[config.mk]
export PLATFORM = sky130hd
export DESIGN_NAME = sdi_word_aligner
export DESIGN_NICKNAME = d
export VERILOG_FILES = /design/src/rtl/sdi_align_pkg.sv /design/src/rtl/sdi_shift_det.sv /design/src/rtl/sdi_align_ctrl.sv /design/src/rtl/sdi_word_out.sv /design/src/rtl/sdi_word_aligner.sv
export SDC_FILE = /design/constraint.sdc
export NUM_CORES = 1
export LEC_CHECK = 0
export BUFFER_PORTS_ARGS = -buffer_cell sky130_fd_sc_hd__buf_2
export CAP_MARGIN = 10
export CELL_PAD_IN_SITES_DETAIL_PLACEMENT = 1
export CELL_PAD_IN_SITES_GLOBAL_PLACEMENT = 1
export CORE_UTILIZATION = 30
export DETAILED_ROUTE_END_ITERATION = 10
export HOLD_SLACK_MARGIN = 0.03
export PLACE_DENSITY_LB_ADDON = 0.1
export SETUP_SLACK_MARGIN = 0.3
export SKIP_CTS_REPAIR_TIMING = 1
export SYNTH_ARGS = -nofsm -noshare
export SYNTH_HDL_FRONTEND = slang
export SYNTH_SLANG_ARGS = --single-unit
[constraint.sdc]
create_clock -name clk -period 2.9 [get_ports clk]
set_clock_uncertainty 0.1 [all_clocks]
set_input_delay 0.435 -clock clk [delete_from_list [all_inputs] [get_ports clk]]
set_output_delay 0.435 -clock clk [all_outputs]
set_load 0.01 [all_outputs]
[src/rtl/sdi_align_pkg.sv]
package sdi_align_pkg;
  parameter int unsigned DEF_WORD_W = 10;

  // decision taken on a preamble hit
  typedef enum logic [1:0] {
    ACT_NONE = 2'd0,  // no preamble this bit
    ACT_KEEP = 2'd1,  // preamble on current boundary
    ACT_HOLD = 2'd2,  // stray preamble, boundary kept
    ACT_MOVE = 2'd3   // boundary re-timed to preamble
  } sync_act_e;
endpackage

[src/rtl/sdi_shift_det.sv]
module sdi_shift_det #(
  parameter int unsigned WORD_W = sdi_align_pkg::DEF_WORD_W
) (
  input  logic              clk,
  input  logic              rst_n,
  input  logic              bit_en,
  input  logic              bit_in,
  output logic              sync_hit,
  output logic [WORD_W-1:0] old_word
);
  localparam int unsigned SR_W = 3 * WORD_W;

  logic [SR_W-1:0] sr_q;
  logic [SR_W-1:0] sr_nxt;

  // oldest word in low bits, its first bit at bit 0
  function automatic logic preamble_match(input logic [SR_W-1:0] win);
    return (win[WORD_W-1:0] == {WORD_W{1'b1}}) && (win[SR_W-1:WORD_W] == '0);
  endfunction

  assign sr_nxt   = {bit_in, sr_q[SR_W-1:1]};
  assign sync_hit = bit_en && preamble_match(sr_nxt);
  assign old_word = sr_nxt[WORD_W-1:0];

  always_ff @(posedge clk) begin
    if (!rst_n)      sr_q <= '0;
    else if (bit_en) sr_q <= sr_nxt;
  end
endmodule

[src/rtl/sdi_align_ctrl.sv]
module sdi_align_ctrl
  import sdi_align_pkg::*;
#(
  parameter int unsigned WORD_W = DEF_WORD_W
) (
  input  logic clk,
  input  logic rst_n,
  input  logic bit_en,
  input  logic sync_hit,
  input  logic corr_en,
  output logic at_bound,
  output logic word_done,
  output logic toggle,
  output logic locked,
  output logic pending,
  output logic err_pulse,
  output logic pclk
);
  localparam int unsigned CNT_W = $clog2(WORD_W);
  localparam int unsigned HALF  = WORD_W / 2;
  localparam logic [CNT_W-1:0] LAST = CNT_W'(WORD_W - 1);

  logic [CNT_W-1:0] cnt_q;
  sync_act_e        act;

  function automatic logic [CNT_W-1:0] phase_step(input logic [CNT_W-1:0] p,
                                                  input logic en,
                                                  input logic wrap);
    if (wrap)    return '0;
    else if (en) return p + 1'b1;
    else         return p;
  endfunction

  function automatic sync_act_e decide(input logic hit, input logic lk,
                                       input logic bnd, input logic ce,
                                       input logic pend);
    if (!hit)            return ACT_NONE;
    else if (!lk)        return ACT_MOVE;
    else if (bnd)        return ACT_KEEP;
    else if (!ce || pend) return ACT_MOVE;
    else                 return ACT_HOLD;
  endfunction

  assign at_bound  = bit_en && (cnt_q == LAST);
  assign act       = decide(sync_hit, locked, at_bound, corr_en, pending);
  assign word_done = at_bound || (act == ACT_MOVE);
  assign toggle    = (act == ACT_KEEP) || (act == ACT_MOVE);
  assign pclk      = (cnt_q >= CNT_W'(HALF));

  always_ff @(posedge clk) begin
    if (!rst_n) begin
      cnt_q     <= '0;
      locked    <= 1'b0;
      pending   <= 1'b0;
      err_pulse <= 1'b0;
    end else begin
      cnt_q     <= phase_step(cnt_q, bit_en, word_done);
      err_pulse <= sync_hit && locked && !at_bound;
      if (sync_hit) locked <= 1'b1;
      case (act)
        ACT_HOLD:           pending <= 1'b1;
        ACT_KEEP, ACT_MOVE: pending <= 1'b0;
        default:            pending <= pending;
      endcase
    end
  end
endmodule

[src/rtl/sdi_word_out.sv]
module sdi_word_out #(
  parameter int unsigned WORD_W = sdi_align_pkg::DEF_WORD_W
) (
  input  logic              clk,
  input  logic              rst_n,
  input  logic              word_done,
  input  logic              toggle,
  input  logic [WORD_W-1:0] old_word,
  output logic [WORD_W-1:0] word_out,
  output logic              word_en,
  output logic              hsync
);
  logic [WORD_W-1:0] stage_q;

  always_ff @(posedge clk) begin
    if (!rst_n) begin
      stage_q  <= '0;
      word_out <= '0;
      word_en  <= 1'b0;
      hsync    <= 1'b0;
    end else begin
      word_en <= word_done;
      if (word_done) begin
        stage_q  <= old_word;
        word_out <= stage_q;
      end
      if (toggle) hsync <= ~hsync;
    end
  end
endmodule

[src/rtl/sdi_word_aligner.sv]
module sdi_word_aligner #(
  parameter int unsigned WORD_W = sdi_align_pkg::DEF_WORD_W
) (
  input  logic              clk,
  input  logic              rst_n,
  input  logic              bit_en,
  input  logic              bit_in,
  input  logic              corr_en,
  output logic              word_en,
  output logic [WORD_W-1:0] word_out,
  output logic              pclk,
  output logic              hsync,
  output logic              sync_err
);
  logic              sync_hit;
  logic [WORD_W-1:0] old_word;
  logic              at_bound;
  logic              word_done;
  logic              toggle;
  logic              locked;
  logic              pending;

  sdi_shift_det #(.WORD_W(WORD_W)) u_det (
    .clk      (clk),
    .rst_n    (rst_n),
    .bit_en   (bit_en),
    .bit_in   (bit_in),
    .sync_hit (sync_hit),
    .old_word (old_word)
  );

  sdi_align_ctrl #(.WORD_W(WORD_W)) u_ctrl (
    .clk       (clk),
    .rst_n     (rst_n),
    .bit_en    (bit_en),
    .sync_hit  (sync_hit),
    .corr_en   (corr_en),
    .at_bound  (at_bound),
    .word_done (word_done),
    .toggle    (toggle),
    .locked    (locked),
    .pending   (pending),
    .err_pulse (sync_err),
    .pclk      (pclk)
  );

  sdi_word_out #(.WORD_W(WORD_W)) u_out (
    .clk       (clk),
    .rst_n     (rst_n),
    .word_done (word_done),
    .toggle    (toggle),
    .old_word  (old_word),
    .word_out  (word_out),
    .word_en   (word_en),
    .hsync     (hsync)
  );
endmodule

; ---- Yosys cells after proc, flatten, opt, wreduce, memory -nomap -nowiden
; Cells that the tools add are included.
; Widths: inputs -> output; s select.
[totals]
out_inout_bits = 14
register_bits = 59
inputBits = 5
wordCells = 37
[op_classes]
n_reduce_logical = 14
muxes = 5
n_lt_le_gt_ge = 1
n_eq_ne = 5
n_bitwise = 2
addsub = 1
[op_table]
columns = op, count
row1 = $logic_not 20->1, 1
row2 = $eq 10x10->1 const B, 1
row3 = $mux 2, 3
row4 = $logic_and 1x1->1, 5
row5 = $add 4x1->4 const B, 1
row6 = $eq 2x2->1 const B, 2
row7 = $eq 4x4->1 const B, 1
row8 = $ge 4x3->1 const B, 1
row9 = $reduce_or 2->1, 2
row10 = $logic_or 1x1->1, 3
row11 = $eq 2x1->1 const B, 1
row12 = $logic_not 1->1, 2
row13 = $not 1->1, 2
row14 = $pmux 1 s2, 1
row15 = $reduce_bool 2->1, 1
row16 = $mux 1, 1

; ---- Depth between registers and ports, before layout
; Gate-level depths: netlist (run 1).
[depth]
word_depth = 9
mapped_depth = 8

; ---- Cells and area by module
; A second synthesis (run 1) with hierarchy kept.
[unflattened]
cells_unflattened = 222
hier_area_um2 = 2467.4
[modules_own_cells]
columns = mod, area_each_um2, n_inst, cells_per_inst, seq_area_each_um2
row1 = sdi_shift_det, 1260.0, 1, 115, 580.6
row2 = sdi_word_out, 845.8, 1, 70, 440.4
row3 = sdi_align_ctrl, 361.6, 1, 37, 140.1

; ---- Least setup slack after synthesis (run 1)
; OpenSTA, ideal clock, no wires.
[synth_path]
kind = register to register
from = register u_ctrl.cnt_q[0]
to = register u_out.word_out[0]
t_required_ps = 2683
slack_ps = 907
n_path_buf = 1
stages_incl_launch_ff = 8
setup_ps = 117
arrival_time_ps = 1776
period_less_slack_ps = 1993
path_cell_list = dfxtp_1 -> ha_1 -> and4b_1 -> nor3_4 -> nor4_4 -> nor2_2 -> buf_6 -> a22o_1
[synth_between]
elab_chain_cells = 7
[synth_lines]
columns = element, line_no
row1 = "start, declared", sdi_align_ctrl.sv:23  ; logic [CNT_W-1:0] cnt_q;
row2 = "start signal, assigned", sdi_align_ctrl.sv:57  ; cnt_q <= phase_step(cnt_q, bit_en, word_done);
row3 = $eq 4x4->1 (*), sdi_align_ctrl.sv:44  ; assign at_bound = bit_en && (cnt_q == LAST);
row4 = $logic_and 1x1->1 (*), sdi_align_ctrl.sv:44
row5 = $mux 2, sdi_align_ctrl.sv:39  ; else if (bnd) return ACT_KEEP;
row6 = $mux 2, sdi_align_ctrl.sv:38  ; else if (!lk) return ACT_MOVE;
row7 = $mux 2, sdi_align_ctrl.sv:37  ; if (!hit) return ACT_NONE;
row8 = $eq 2x2->1, sdi_align_ctrl.sv:46  ; assign word_done = at_bound || (act == ACT_MOVE);
row9 = $logic_or 1x1->1 (*), sdi_align_ctrl.sv:46
row10 = "end signal, assigned", sdi_word_out.sv:25  ; word_out <= stage_q;
row11 = "end, declared", sdi_word_out.sv:9  ; output logic [WORD_W-1:0] word_out,
; Every way passes the cells marked *; elsewhere a longest branch is shown, timed or not.
; A chain may end at the register's enable or synchronous reset.

; ---- Worst setup path in the final report (run 1)
[layout_path]
from = register u_ctrl.cnt_q[0]
to = register u_out.stage_q[1]
[layout_between]
elab_chain_cells = 7
[layout_lines]
columns = element, line_no
row1 = $eq 4x4->1 (*), sdi_align_ctrl.sv:44
row2 = $logic_and 1x1->1 (*), sdi_align_ctrl.sv:44
row3 = $mux 2, sdi_align_ctrl.sv:39
row4 = $mux 2, sdi_align_ctrl.sv:38
row5 = $mux 2, sdi_align_ctrl.sv:37
row6 = $eq 2x2->1, sdi_align_ctrl.sv:46
row7 = $logic_or 1x1->1 (*), sdi_align_ctrl.sv:46
row8 = "end signal, assigned", sdi_word_out.sv:24  ; stage_q <= old_word;
row9 = "end, declared", sdi_word_out.sv:13  ; logic [WORD_W-1:0] stage_q;
; Marked as above.

==> results of run 1 <==
## worst max-delay path, cell delays in order, from the launching register on
cell and delay, ns:
dfxtp_1 0.42, ha_1 0.23, and4b_1 0.29, nor3_4 0.07, nor4_4 0.55, nor2_2 0.05
buf_4 0.21, a22o_1 0.25
## path summary, 6_finish.rpt
check                                                   from                            end  slack, ns  depth (start not counted)
worst min register to register      u_out.hsync$_SDFFE_PN0N_       u_out.hsync$_SDFFE_PN0N_       0.37                          2
worst max-delay path            u_ctrl.cnt_q[0]$_SDFFE_PP0P_  u_out.stage_q[1]$_SDFFE_PN0P_       0.61                          7
worst min-delay path                                  bit_in    u_det.sr_q[29]$_SDFFE_PN0P_       0.32                          3
worst max register to register  u_ctrl.cnt_q[0]$_SDFFE_PP0P_  u_out.stage_q[1]$_SDFFE_PN0P_       0.61                          7
## state kept, by name, indices dropped and copies added, names as in the netlist
| register | flops |
|---|---|
| u_det.sr_q | 29 |
| u_out.stage_q | 10 |
| u_out.word_out | 10 |
| u_ctrl.cnt_q | 4 |
| u_ctrl.err_pulse | 1 |
| u_ctrl.locked | 1 |
| u_ctrl.pending | 1 |
| u_out.hsync | 1 |
| u_out.word_en | 1 |
## cell usage in the layout (no fill, tap or decap), types with 7 or more instances in the layout
cell,count
clkbuf_8,9
nor3_1,7
nand2_1,8
mux2i_1,29
dfxtp_1,58
a22o_1,20
nor2b_1,29
buf_2,18
## kinds of logic after synthesis
logic type / share of synthesized area, %
simple gates: 20.59
flops: 50.16
mux: 12.54
compound gates: 9.622
buf+inv: 4.324
xor+xnor: 1.135
fa+ha+maj: 1.622
## power breakdown
group	internal, mW	switching (mW)	total (mW)
Clock	0.490	0.346	0.837
Combinational	0.0285	0.0348	0.0633
Sequential	0.801	0.00605	0.807
Total	1.32	0.387	1.71
## layer usage
| layer | up-vias | share of wire [%] | track usage (%) |
|---|---|---|---|
| li1 | 756 | - | - |
| met1 | 711 | 49 | 15.39 |
| met2 | 21 | 46 | 19.74 |
| met3 | 6 | 3.4 | 5.330 |
| met4 | 0 | 1.3 | 5.328 |
| met5 | - | 0 | 0 |
## final cells by class
cell class / count / area (µm²) / area share (%)
timing repair buffer: 21 / 112.6 / 4.194
clock buffer: 9 / 123.9 / 4.613
inverter: 2 / 7.507 / 0.2796
multi-input combinational: 130 / 1054 / 39.24
clock inverter: 7 / 102.6 / 3.821
tap: 99 / 123.9 / 4.613
sequential: 58 / 1161 / 43.24
## per-stage QoR
stage,instance area (µm²),hold slack [ns],power [mW],util (%),cells
floorplan,2315,0.3401,0.8777,-,202
global placement,2459,0.3551,0.8860,33.36,310
detailed placement,2459,0.3568,0.8893,33.36,310
CTS,2685,0.3002,1.739,36.43,326
global route,2685,0.3563,1.788,36.43,326
finish,2685,0.3204,1.707,36.43,326
==> impl_results.md, run 1 <==
* Num CTS Buffers at 9
* Diodes inserted at 0
* Rel. slew slack at 62.50%
* Worst VDD drop at 0.0002259 V
* Pre-CTS setup slack at 0.5811 ns
* Final Worst Setup Slack at 0.6084 ns
* FILL cells at 824
* CORE AREA at 7370 µm²
* Total number of vias at 1494
* Antenna violations before repair at 0
* Startpoint types: flop
* Required time worst endpoint at 3.03 ns
* WP data arrival at 2.42 ns
* Fin crit period at 2.292 ns
* Die Y at 89.84 µm
* Vias per cell at 4.583
* Area leader, netlist: dfxtp_1
* Area share of the largest cell type after synthesis at 50.16%
* Routability Congestion at 0.7351
* CP endpoint kind: flop
* CTS Sinks at 58
* Final hold violation count at 0
* Final TNS setup at 0 ns
* Synthesized netlist net count at 210
* DRC viols at 0
* DIE WIDTH at 89.84 µm
* Setup-failing EPs final at 0
* Count leader, synth: dfxtp_1
* CTS clk-pin slew, worst paths at 0.07 ns
* Final #Nets at 230
* CTS tree: done
* Ranking of synthesized cells by area: dfxtp_1 50%, mux2i_1 13%, nor2b_1 7.8%, a22o_1 7.6%, buf_6 2.4%
* Tightest Pin Transition at 0.5583 ns
* Die ar. at 8071 µm²
* Post-synth EDFFs at 0
* Avg Cell Area, Syn at 11.46 µm²
* HP Class: in2reg
* Lkg Pwr at 1.076 nW
* Seq/Total Area, Yosys at 50.16%
* Synth Warn # at 0
* Mapped Area at 2315 µm²
* Drt total wl at 4601 µm
* 1st-iter DRT viols at 42
* Depth of the CTS H-tree at 3
* Cell Pwr Density at 635.7 nW/µm²
* Port bufs at 18
* Most used DFF post-synth: dfxtp_1
* Period utilisation layout at 79.02%
* Outcome: complete, no violations
* DP HPWL at 3139 µm
* Fmax at 436.4 MHz
* DR WL/cell at 14.11 µm
* GRT Resource Usage Total at 12.70%
* Top Ports at 19
* Root buf cell: clkbuf_8
* Netlist cell types at 35
* Fin. max-slew vios at 0
* Synthesized flop and latch total at 58
* Gr ovfl total at 0
* Vias in the first global route at 1568
* Proportion of layout cells with a drive suffix above 1 at 20.26%
* DR pass1 iterations at 4
* Antenna Nets Post-Route at 0
* Initial Util at 31.41%
* RSZ-0062 raised after global routing: false
* Clk Latency, worst-skew pair at 0.34 ns
* Max-cap violation count at 0
* Layout area overhead at 16.00%
* Worst setup path class: reg2reg
* Cells after synthesis at 202
* Top cells by count, synth: 58 x dfxtp_1, 29 x mux2i_1, 29 x nor2b_1
* First-pass GRT wire length at 7914 µm
* Pin count of the biggest net entering global routing at 37
* Clk buf depth at 2
* Ys async rst share at 0%
* Max Fanout on Critical Path at 20
* Row cnt at 31
Power figures use the tool's default switching activity.
==> inputs of run 2 (changes only) <==
==> constraint.sdc (replaced) <==
create_clock -name clk -period 1.95 [get_ports clk]
set_clock_uncertainty 0.1 [all_clocks]
set_input_delay 0.2925 -clock clk [delete_from_list [all_inputs] [get_ports clk]]
set_output_delay 0.2925 -clock clk [all_outputs]
set_load 0.01 [all_outputs]
==> run 2 against run 1 <==
Maximum frequency increased by 18%. Combinational power rose by 130%. Flip-flop and latch count is the same. Non-clock buffer count is 27 higher. Cell count is 8.6% higher. Worst hold slack worse by 0.10 ns. Clock power increased by 52%. Via count increased by 12%. Sequential share of layout area decreased by 4.9 points. Register-to-register slack worse by 0.60 ns. Worst setup slack got worse by 0.60 ns. Clock-buffer cell count did not move. Largest power group unchanged.
==> impl_results.md, run 2 (synthesized netlist as in run 1, its figures left out) <==
* Antenna violations before repair at 0 (unchanged)
* Sequential Area at 1169 µm² (+0.65%)
* 1st-iter DRT viols at 19 (-55%)
* Num CTS Buffers at 9 (unchanged)
* Lkg Pwr at 1.252 nW (+16%)
* Tightest Pin Transition at 0.3083 ns (-0.2500 ns)
* Top Ports at 19 (unchanged)
* Antenna Nets Post-Route at 0 (unchanged)
* Proportion of layout cells with a drive suffix above 1 at 34.90% (+15 points)
* Clock power share at 48.5% (-0.5 points)
* CTS clk-pin slew, worst paths at 0.07 ns (about the same)
* Worst r2r dst: u_out.word_out[6]$_SDFFE_PN0P_
* Comb pwr share at 5.5% (+1.8 points)
* Fin crit period at 1.943 ns (-0.3482 ns)
* Rel. slew slack at 79.29% (+17 points)
* GRT Resource Usage Total at 14.01% (+1.3 points)
* CORE AREA at 7370 µm² (unchanged)
* Power Total at 2.609 mW (+53%)
* Row cnt at 31 (unchanged)
* Commonest non-fill, non-tap cell in the layout: dfxtp_1
* Max-cap violation count at 0 (unchanged)
* Gr ovfl total at 0 (unchanged)
* R2R Setup Slk at 0.007 ns (-0.60 ns)
* DR WL/cell at 15.21 µm (+7.7%)
* Final #Nets at 258 (+12%)
* Total number of vias at 1672 (+12%)
* Critical Path Start: u_det.sr_q[22]$_SDFFE_PN0P_
* Layout area overhead at 31.57%
* HP Class: in2reg
* Area occupied by multi-input gates at 1154 µm² (+9.5%)
* Setup-failing EPs final at 0 (unchanged)
* R2R cell count at 8 (+1)
* Worst VDD drop at 0.0003127 V (+38%)
* Required time worst endpoint at 2.09 ns (-0.94 ns)
* Sw Ratio at 23.52% (+0.84 points)
* Diodes inserted at 0 (unchanged)
* Routability Congestion at 0.6849 (-6.8%)
* Fin. max-slew vios at 0 (unchanged)
* Outcome: complete, no violations
* Dpl cells at 329 (+6.1%)
* Cell Pwr Density at 856.7 nW/µm² (+35%)
* Depth of the CTS H-tree at 3 (unchanged)
* Final hold violation count at 0 (unchanged)
* DRC viols at 0 (unchanged)
* DP HPWL at 3687 µm (+17%)
* FILL cells at 823 (-0.12%)
* Vias per cell at 4.723 (+3.1%)
* Max Fanout on Critical Path at 10 (-50%)
* RSZ-0062 raised after global routing: true
* Worst setup path class: reg2reg
* Initial Util at 31.41% (unchanged)
* Vias in the first global route at 1805 (+15%)
* Clk buf depth at 2 (unchanged)
* Sequential share of power at 46.0% (-1.3 points)
* Pin count of the biggest net entering global routing at 22 (-41%)
* First-pass GRT wire length at 8797 µm (+11%)
* CTS tree: done
* Internal Power at 1.995 mW (+51%)
* Largest Register: u_det.sr_q
* CP endpoint kind: flop
* Port bufs at 18 (unchanged)
* Fmax at 514.6 MHz (+18%)
* Setup crit end: u_out.word_out[6]$_SDFFE_PN0P_
* DIE WIDTH at 89.84 µm (unchanged)
* Period utilisation layout at 99.66% (+21 points)
* Most frequent cells in the layout: 52 x dfxtp_1, 29 x nor2b_1, 29 x mux2i_1, 23 x buf_4, 20 x a22o_1
* DR pass1 iterations at 4 (unchanged)
* Sw Pwr at 613.8 µW (+58%)
* Max reg flops at 29 (unchanged)
* CTS Sinks at 58 (unchanged)
* Final TNS setup at 0 ns (unchanged)
* Reg-to-reg startpoint: u_det.sr_q[22]$_SDFFE_PN0P_
* Die ar. at 8071 µm² (unchanged)
* Root buf cell: clkbuf_8
* Die Y at 89.84 µm (unchanged)
* Drt total wl at 5383 µm (+17%)
* Clk Latency, worst-skew pair at 0.34 ns (about the same)
* Non-filler cells, final at 354 (+8.6%)
* WP data arrival at 2.08 ns (-0.34 ns)
* Hold path start: bit_in
* Startpoint types: flop
* Largest registers: u_det.sr_q (29), u_out.stage_q (10), u_out.word_out (10)
-- run 2: worst min-delay path by stage --
stage / to / slack, ns / cells past startpoint
CTS: u_ctrl.err_pulse$_SDFF_PN0_ / 0.20 / 4
finish: u_ctrl.err_pulse$_SDFF_PN0_ / 0.22 / 4
global placement: u_out.word_out[9]$_SDFFE_PN0P_ / 0.36 / 1
detailed placement: u_out.word_out[5]$_SDFFE_PN0P_ / 0.37 / 1
global route: u_ctrl.err_pulse$_SDFF_PN0_ / 0.25 / 4
floorplan: u_ctrl.err_pulse$_SDFF_PN0_ / 0.34 / 2
-- run 2: routing by layer --
layer / share of wire [%] / up-vias / global-route usage (%)
met1: 45 / 829 / 16.04
met3: 2.3 / 10 / 3.299
met4: 2.2 / 0 / 8.197
met5: 0 / - / 0
met2: 50 / 17 / 23.78
li1: - / 816 / -
-- run 2: power by group through the flow --
stage | clock network (mW) | logic [mW] | registers, mW
3_3_place_gp | 0 | 0.102 | 1.22
6_report | 1.27 | 0.143 | 1.20
2_1_floorplan | 0 | 0.0795 | 1.22
4_1_cts | 1.30 | 0.108 | 1.20
5_1_grt | 1.36 | 0.155 | 1.20
3_5_place_dp | 0 | 0.107 | 1.23
-- run 2: per-stage QoR --
stage	util [%]	area [µm²]	hold slack (ns)	setup WS (ns)
final	41.32	3045	0.2207	0.006565
after detailed placement	35.55	2620	0.3666	0.02756
after global placement	35.55	2620	0.3558	0.03022
after floorplan	-	2321	0.3401	0.09606
after global routing	41.32	3045	0.2492	-0.09227
after CTS	38.61	2845	0.1959	0.002398
-- run 2: critical path, stage by stage, from the launching register on --
cell and delay (ns):
dfxtp_2 0.34, nor4_4 0.25, buf_4 0.16, nand4_4 0.11, nor4_4 0.30, buf_6 0.15
nor2_4 0.05, clkbuf_16 0.17, a22o_1 0.20
-- run 2: area by class of cell --
class                   count  share of cell area, %
clock inverters             7                  3.328
clock buffers               9                  4.067
repair buffers             48                  11.96
flip-flops and latches     58                  38.37
well taps                  99                  4.067
inverters                   2                 0.3287
multi-input cells         131                  37.88
